**src/rtl/evch_pkg.sv**
```systemverilog
package evch_pkg;
    typedef enum logic [0:0] {
        CH_IDLE = 1'b0,
        CH_WAIT = 1'b1
    } ch_state_e;
endpackage

```
**src/rtl/evch_channel.sv**
```systemverilog
module evch_channel
    import evch_pkg::*;
#(
    parameter int NUM_USERS = 4
) (
    input  logic                 clk,
    input  logic                 rst_n,
    input  logic                 evt_i,
    input  logic                 async_i,
    input  logic [NUM_USERS-1:0] conn_i,
    input  logic [NUM_USERS-1:0] ready_i,
    input  logic [NUM_USERS-1:0] ack_i,
    output logic                 evd_set_o,
    output logic                 ovr_set_o
);
    ch_state_e              state_q, state_d;
    logic [NUM_USERS-1:0]   mask_q, mask_d;
    logic                   accept;
    logic                   busy_users;

    assign accept     = evt_i && !async_i;
    assign busy_users = |(conn_i & ~ready_i);

    // next-state logic
    always_comb begin
        state_d = state_q;
        mask_d  = mask_q & ~ack_i;
        unique case (state_q)
            CH_IDLE: begin
                if (accept) begin
                    mask_d  = conn_i;
                    state_d = (|conn_i) ? CH_WAIT : CH_IDLE;
                end
            end
            CH_WAIT: begin
                if (accept) begin
                    mask_d  = conn_i;
                    state_d = (|conn_i) ? CH_WAIT : CH_IDLE;
                end else if (mask_d == '0) begin
                    state_d = CH_IDLE;
                end
            end
            default: state_d = CH_IDLE;
        endcase
        if (async_i) begin
            mask_d  = '0;
            state_d = CH_IDLE;
        end
    end

    // state register
    always_ff @(posedge clk) begin
        if (!rst_n) begin
            state_q <= CH_IDLE;
            mask_q  <= '0;
        end else begin
            state_q <= state_d;
            mask_q  <= mask_d;
        end
    end

    // outputs
    always_comb begin
        evd_set_o = 1'b0;
        ovr_set_o = 1'b0;
        unique case (state_q)
            CH_IDLE: begin
                evd_set_o = accept;
                ovr_set_o = accept && busy_users;
            end
            CH_WAIT: begin
                evd_set_o = accept;
                ovr_set_o = accept;
            end
            default: ;
        endcase
    end

    AST_STATE_HAS_MASK: assert property (@(posedge clk) disable iff (!rst_n)
        (state_q == CH_WAIT) |-> (mask_q != '0));
    AST_MASK_HAS_STATE: assert property (@(posedge clk) disable iff (!rst_n)
        (mask_q != '0) |-> (state_q == CH_WAIT));
    AST_PENDING_OVERRUN: assert property (@(posedge clk) disable iff (!rst_n)
        (state_q == CH_WAIT && evt_i && !async_i) |-> ovr_set_o);
    AST_ASYNC_QUIET: assert property (@(posedge clk) disable iff (!rst_n)
        async_i |-> (!evd_set_o && !ovr_set_o));
    AST_ASYNC_IDLE: assert property (@(posedge clk) disable iff (!rst_n)
        async_i |=> (state_q == CH_IDLE));
endmodule

```
**src/rtl/evch_flag_bank.sv**
```systemverilog
module evch_flag_bank #(
    parameter int NUM_CH   = 8,
    parameter int STATUS_W = 32
) (
    input  logic                  clk,
    input  logic                  rst_n,
    input  logic [NUM_CH-1:0]     evd_set_i,
    input  logic [NUM_CH-1:0]     ovr_set_i,
    input  logic                  we_i,
    input  logic [STATUS_W-1:0]   wdata_i,
    input  logic [2*NUM_CH-1:0]   irq_en_i,
    output logic [STATUS_W-1:0]   rdata_o,
    output logic                  irq_o
);
    localparam int FLAG_W = 2 * NUM_CH;

    logic [FLAG_W-1:0]   flags_q, flags_d;
    logic [FLAG_W-1:0]   set_vec;
    logic [FLAG_W-1:0]   clr_vec;
    logic [STATUS_W-1:0] rdata_q;
    logic                irq_q;

    assign set_vec = {evd_set_i, ovr_set_i};
    assign clr_vec = we_i ? wdata_i[FLAG_W-1:0] : '0;
    assign flags_d = (flags_q & ~clr_vec) | set_vec;

    always_ff @(posedge clk) begin
        if (!rst_n) begin
            flags_q <= '0;
            rdata_q <= '0;
            irq_q   <= 1'b0;
        end else begin
            flags_q <= flags_d;
            rdata_q <= STATUS_W'(flags_q);
            irq_q   <= |(flags_q & irq_en_i);
        end
    end

    assign rdata_o = rdata_q;
    assign irq_o   = irq_q;

    AST_SET_WINS: assert property (@(posedge clk) disable iff (!rst_n)
        (set_vec != '0) |=> ((flags_q & $past(set_vec)) == $past(set_vec)));
    AST_ONE_CLEARS: assert property (@(posedge clk) disable iff (!rst_n)
        we_i |=> ((flags_q & $past(clr_vec & ~set_vec)) == '0));
    AST_ZERO_KEEPS: assert property (@(posedge clk) disable iff (!rst_n)
        (flags_q != '0) |=> ((flags_q & $past(flags_q & ~clr_vec)) == $past(flags_q & ~clr_vec)));
endmodule

```
**src/rtl/evch_flag_ctrl.sv**
```systemverilog
module evch_flag_ctrl #(
    parameter int NUM_CH    = 8,
    parameter int NUM_USERS = 4,
    parameter int STATUS_W  = 32
) (
    input  logic                        clk,
    input  logic                        rst_n,
    input  logic [NUM_CH-1:0]           evt_valid,
    input  logic [NUM_CH-1:0]           async_mode,
    input  logic [NUM_CH*NUM_USERS-1:0] user_conn,
    input  logic [NUM_CH*NUM_USERS-1:0] user_ready,
    input  logic [NUM_CH*NUM_USERS-1:0] user_ack,
    input  logic                        reg_we,
    input  logic [STATUS_W-1:0]         reg_wdata,
    input  logic [2*NUM_CH-1:0]         irq_en,
    output logic [STATUS_W-1:0]         reg_rdata,
    output logic                        irq
);
    logic [NUM_CH-1:0] evd_set;
    logic [NUM_CH-1:0] ovr_set;

    for (genvar c = 0; c < NUM_CH; c++) begin : g_ch
        evch_channel #(
            .NUM_USERS (NUM_USERS)
        ) i_channel (
            .clk       (clk),
            .rst_n     (rst_n),
            .evt_i     (evt_valid[c]),
            .async_i   (async_mode[c]),
            .conn_i    (user_conn[c*NUM_USERS +: NUM_USERS]),
            .ready_i   (user_ready[c*NUM_USERS +: NUM_USERS]),
            .ack_i     (user_ack[c*NUM_USERS +: NUM_USERS]),
            .evd_set_o (evd_set[c]),
            .ovr_set_o (ovr_set[c])
        );
    end

    evch_flag_bank #(
        .NUM_CH   (NUM_CH),
        .STATUS_W (STATUS_W)
    ) i_flag_bank (
        .clk       (clk),
        .rst_n     (rst_n),
        .evd_set_i (evd_set),
        .ovr_set_i (ovr_set),
        .we_i      (reg_we),
        .wdata_i   (reg_wdata),
        .irq_en_i  (irq_en),
        .rdata_o   (reg_rdata),
        .irq_o     (irq)
    );
endmodule

```
**config.mk**
```make
export PLATFORM = sky130hd
export DESIGN_NAME = evch_flag_ctrl
export DESIGN_NICKNAME = d
export VERILOG_FILES = /design/src/rtl/evch_pkg.sv /design/src/rtl/evch_channel.sv /design/src/rtl/evch_flag_bank.sv /design/src/rtl/evch_flag_ctrl.sv
export SDC_FILE = /design/constraint.sdc
export NUM_CORES = 1
export LEC_CHECK = 0
export ABC_AREA = 1
export BUFFER_PORTS_ARGS = -buffer_cell sky130_fd_sc_hd__buf_2
export CORE_MARGIN = 2
export CORE_UTILIZATION = 48
export CTS_CLUSTER_DIAMETER = 40
export DETAILED_ROUTE_END_ITERATION = 10
export HOLD_SLACK_MARGIN = 0.03
export PLACE_DENSITY_LB_ADDON = 0.05
export SLEW_MARGIN = 25
export SYNTH_ARGS = -nofsm -noshare
export SYNTH_HDL_FRONTEND = slang
export SYNTH_SLANG_ARGS = --single-unit
export TNS_END_PERCENT = 50
```
**constraint.sdc**
```tcl
create_clock -name clk -period 2.2 [get_ports clk]
set_input_delay 0.33 -clock clk [delete_from_list [all_inputs] [get_ports clk]]
set_output_delay 0.33 -clock clk [all_outputs]
set_load 0.01 [all_outputs]
```
After elaboration in Yosys (flattened, before gate mapping)
Cells that the tools add are included.
{ "totals": {"reg_bits": 89, "in_bits": 163, "output_inout_bits": 33, "elab_cells": 179} }
{ "op_classes": {"muxes": 57, "bitwise_logic": 45, "reduce_logical": 57} }
{ "ops": {"columns": ["operator", "n"], "rows": [
  ["$and A4 B4 Y4", 16],
  ["$not A4 Y4", 16],
  ["$reduce_or A4 Y1", 16],
  ["$and A16 B16 Y16", 2],
  ["$logic_not A4 Y1", 8],
  ["$mux W1", 32],
  ["$mux W4", 8],
  ["$pmux W1 S2", 16],
  ["$logic_and A1 B1 Y1", 16],
  ["$mux W16", 1],
  ["$not A16 Y16", 1],
  ["$or A16 B16 Y16", 1],
  ["$reduce_or A16 Y1", 1],
  ["$reduce_or A2 Y1", 8],
  ["$not A1 Y1", 9],
  ["$logic_not A1 Y1", 8]
]} }

Longest topological paths before layout
{ "depth": {"depth_word": 6, "depth_mapped": 6, "depth_no_buf": 6} }

Hierarchy
Synthesis repeated with hierarchy kept, for this count alone.
{ "unflattened": {"cells_unflattened": 520, "area_unflattened_um2": 3712.3} }
{ "modules_own_cells": {"columns": ["mod", "n_inst", "cells_each", "area_each_um2", "seq_area_each_um2"], "rows": [
  ["evch_channel", 8, 44, 300.3, 100.1],
  ["evch_flag_bank", 1, 168, 1310.0, 660.6]
]} }

Worst setup path before layout
No wires, ideal clock.
{ "synth_path": {"path_type": "in2reg", "startpoint": "input port reg_we", "endpoint": "register i_flag_bank.flags_q[14]", "setup_time_ps": 123, "t_arrival_ps": 928, "required_ps": 2077, "setup_slack_ps": 1149, "cell_stages": 4, "path_buffers": 2, "path_cell_list": "clkbuf_2 -> buf_4 -> a21oi_1 -> or2_2"} }
{ "synth_between": {"elab_chain_len": 4} }
{ "synth_rtl": {"columns": ["element", "line", "text"], "rows": [
  ["from (decl)", "evch_flag_ctrl.sv:13", "input logic reg_we,"],
  ["$mux W16", "evch_flag_bank.sv:24", "assign clr_vec = we_i ? wdata_i[FLAG_W-1:0] : '0;"],
  ["$not A16 Y16", "evch_flag_bank.sv:25", "assign flags_d = (flags_q & ~clr_vec) | set_vec;"],
  ["$and A16 B16 Y16", "evch_flag_bank.sv:25", null],
  ["$or A16 B16 Y16", "evch_flag_bank.sv:25", null],
  ["to (signal assigned)", "evch_flag_bank.sv:33", "flags_q <= flags_d;"],
  ["to (decl)", "evch_flag_bank.sv:17", "logic [FLAG_W-1:0] flags_q, flags_d;"]
]} }
Every way passes these cells.
A chain may end at the register's enable or synchronous reset.

Worst setup path after layout
{ "layout_path": {"startpoint": "input port rst_n", "endpoint": "register g_ch[0].i_channel.mask_q[2]"} }
{ "layout_between": {"elab_chain_len": 2} }
{ "layout_rtl": {"columns": ["element", "line", "text"], "rows": [
  ["from (decl)", "evch_flag_ctrl.sv:7", "input logic rst_n,"],
  ["$not A1 Y1 (no line)", null, null],
  ["$reduce_or A2 Y1 (no line)", null, null],
  ["to (signal assigned)", "evch_channel.sv:58", "mask_q <= mask_d;"],
  ["to (decl)", "evch_channel.sv:17", "logic [NUM_USERS-1:0] mask_q, mask_d;"]
]} }
Every way passes these cells.

==> impl_metrics.csv <==
group,metric,value,unit
outcome,outcome,"complete, no violations",
die,design.core.area,6869,um2
place,dpl.hpwl,6.714,mm
timing,period_share,0.5280,
drt,first_pass_iters,4,
place,port_buffers,163,
cts,cts.sinks,73,
die,die_area,7889,um2
timing,setup_ws,1.038,ns
drt,routed.top_layer,"met4",
cts,cts-root-buf,"clkbuf_8",
place,place_congestion,0.9021,
setup_path,cp-end-kind,"flop",
cts,postCtsHoldBufs,0,
drt,wirelength,8.431,mm
cts,cts.path.max_buffers,2,
power_and_ir_drop,pwr_density_cell,676.8,nW/um2
global_route,gr-total-overflow,0,
drt,avgRoutedWirePerCell,10.63,um
timing,layout_min_cycle_time,1.162,ns
drt,vias,3596,
drt,route.detailed.drc,0,
timing,slew_violations,0,
cts,clk_latency,0.34,ns
die,fp-row-count,30,
cts,clk_pin_slew,0.08,ns
power_and_ir_drop,p_comb_frac,0.130,
cts,post_cts.repair.setup_buffers,0,
setup_path,rrSetupSlack,1.33,ns
setup_path,cp-start-kind,"input pin",
synth,ys_ff_latch,73,
drt,final_antenna_net_count,0,
cts,numCtsBuffers,9,
worst_hold_path,hold_path_depth,4,
setup_path,crit_required,2.45,ns
synth,synth_area,3453,um2
finish,antennaDiodeCount,0,
die,initial_core_util,0.5027,
power_and_ir_drop,clkPwrFrac,0.413,
synth,syn_avg_cell_area,6.590,um2
power_and_ir_drop,pwr-share-seq,0.457,
timing,fin_tns_setup,0,ns
global_route,grt_pass1_vias,3346,
power_and_ir_drop,p_switching,0.7196,mW
finish,fin_nets,855,
power_and_ir_drop,vdd_drop_max,308.2,uV
die,io_pins,196,
timing,hold_viol,0,
setup_path,r2r_cells,6,
die,die_h,88.82,um
drt,drtIter0Drc,144,
cts,cts_tree,"built",
finish,stdcell_count,793,
power_and_ir_drop,leakage,2.722,nW
place,placed_cells,777,
timing,setup_viol,0,
cts,cts_resized,0,
setup_path,cp_max_fo,24,
cts,ctsHtreeMaxLevel,3,
synth,synthDistinctLibCells,21,
drt,routedLengthMet1,3.549,mm
global_route,grt_max_degree,25,
finish,drive_gt1_frac,0.2683,
synth,syn_inst,524,
global_route,antenna_found_initial,0,
setup_path,arrival,1.41,ns
place,preCtsSetupSlack,0.6604,ns
die,die_x,88.82,um
worst_hold_path,min_path_type,"in -> reg",
synth,synth_seq_area_share,0.4232,
timing,rsz0062_at_grt,"false",
flow_run,drv_cap,0,
global_route,grt_util_all_layers,0.2147,
synth,synth_warnings,0,
timing,fmax,0.8609,GHz
timing,fin_skew,0.006615,ns
drt,route.met3.wl,630,um
finish,syn_to_final_growth,30.98,%
power_and_ir_drop,swShare,0.2351,
drt,dr_wl_met2,4.116,mm
drt,via_per_inst,4.535,
global_route,grt_pass1_wl,13.24,mm
setup_path,worstSetupPathType,"in -> reg",
power_and_ir_drop,intPower,2.342,mW
-- Yosys cell counts (all sizes together) --
cell type	n	area share
dfxtp	73	0.42
a211oi	5	0.012
buf	20	0.047
nor2	39	0.042
conb	1	0.0011
nand2	159	0.17
clkbuf	1	0.0014
o21ai	47	0.068
nand3b	3	0.0065
inv	109	0.12
nand3	8	0.012
a21boi	2	0.0043
nor3	1	0.0014
or2	9	0.017
a21oi	42	0.061
o21bai	5	0.011
-- worst paths after layout --
kind / start / to
worst max-delay path: rst_n / g_ch[0].i_channel.mask_q[2]$_SDFF_PP0_
worst min-delay path: reg_wdata[2] / i_flag_bank.flags_q[2]$_SDFF_PN0_
worst max register to register: i_flag_bank.flags_q[1]$_SDFF_PN0_ / i_flag_bank.irq_o$_SDFF_PN0_
worst min register to register: i_flag_bank.flags_q[0]$_SDFF_PN0_ / i_flag_bank.rdata_o[0]$_SDFF_PN0_
-- layout make-up --
| class | count | area [um2] |
|---|---|---|
| multi-input combinational | 336 | 1470 |
| fill | 711 | 2346 |
| inverter | 109 | 411.6 |
| clock buffer | 11 | 141.4 |
| sequential | 73 | 1461 |
| tap | 96 | 120.1 |
| clock inverter | 5 | 102.6 |
| timing repair buffer | 163 | 815.8 |
-- state kept, by name (all words and copies together) (netlist names) --
| register | cells |
|---|---|
| g_ch.i_channel.mask_q | 32 |
| g_ch.i_channel.state_q | 8 |
| i_flag_bank.flags_q | 16 |
| i_flag_bank.irq_o | 1 |
| i_flag_bank.rdata_o | 16 |
-- worst max-delay path: stages --
cell and delay [ns]:
buf_2 0.40, inv_4 0.17, or2_4 0.29, a211oi_1 0.21
-- per-layer routing --
metal	GRT usage	up-vias
met2	0.3758	131
met3	0.05597	15
li1	-	1894
met4	0.09780	0
met1	0.2441	1556
met5	0	-
-- through the flow --
stage	cell area, um2	utilization	hold WS (ns)	power, mW
3_5_place_dp	4279	0.6230	0.4294	1.826
2_1_floorplan	3510	-	0.4197	1.653
3_3_place_gp	4279	0.6230	0.4282	1.818
6_report	4523	0.6585	0.2445	3.061
5_1_grt	4523	0.6585	0.2465	3.206
4_1_cts	4523	0.6585	0.2262	3.091
-- power groups by stage --
stage / combinational [mW] / clock, mW / sequential, mW
after detailed placement: 0.396 / 0 / 1.43
after floorplan: 0.221 / 0 / 1.43
after CTS: 0.399 / 1.29 / 1.40
after global placement: 0.390 / 0 / 1.43
final: 0.397 / 1.27 / 1.40
after global routing: 0.457 / 1.34 / 1.40
-- layout by cell type (no fill, tap or decap) --
cell type     n
o21bai_1      5
nor2_1       39
clkbuf_1      1
o21ai_0      47
a21oi_1      42
dfxtp_1      73
nand3_1       8
inv_1       108
clkinvlp_4    1
or2_1         2
a21boi_0      2
inv_4         1
clkbuf_8     10
a211oi_1      4
a211oi_2      1
conb_1       16
or2_2         6
bufinv_16     3
clkinv_2      1
nand3b_1      3
or2_4         1
nand2_1     159
nor3_1        1
buf_2       163
-- logic make-up (layout without fill, tap and decap cells) --
logic type | count (synthesis) | count (layout) | share of synthesized area
buffers and inverters | 130 | 288 | 0.1674
DFF | 73 | 73 | 0.4232
and+or+nand+nor | 219 | 219 | 0.2518
other | 1 | 16 | 0.001086
AOI/OAI and AO/OA | 101 | 101 | 0.1565
(Power assumes the default switching activity.)
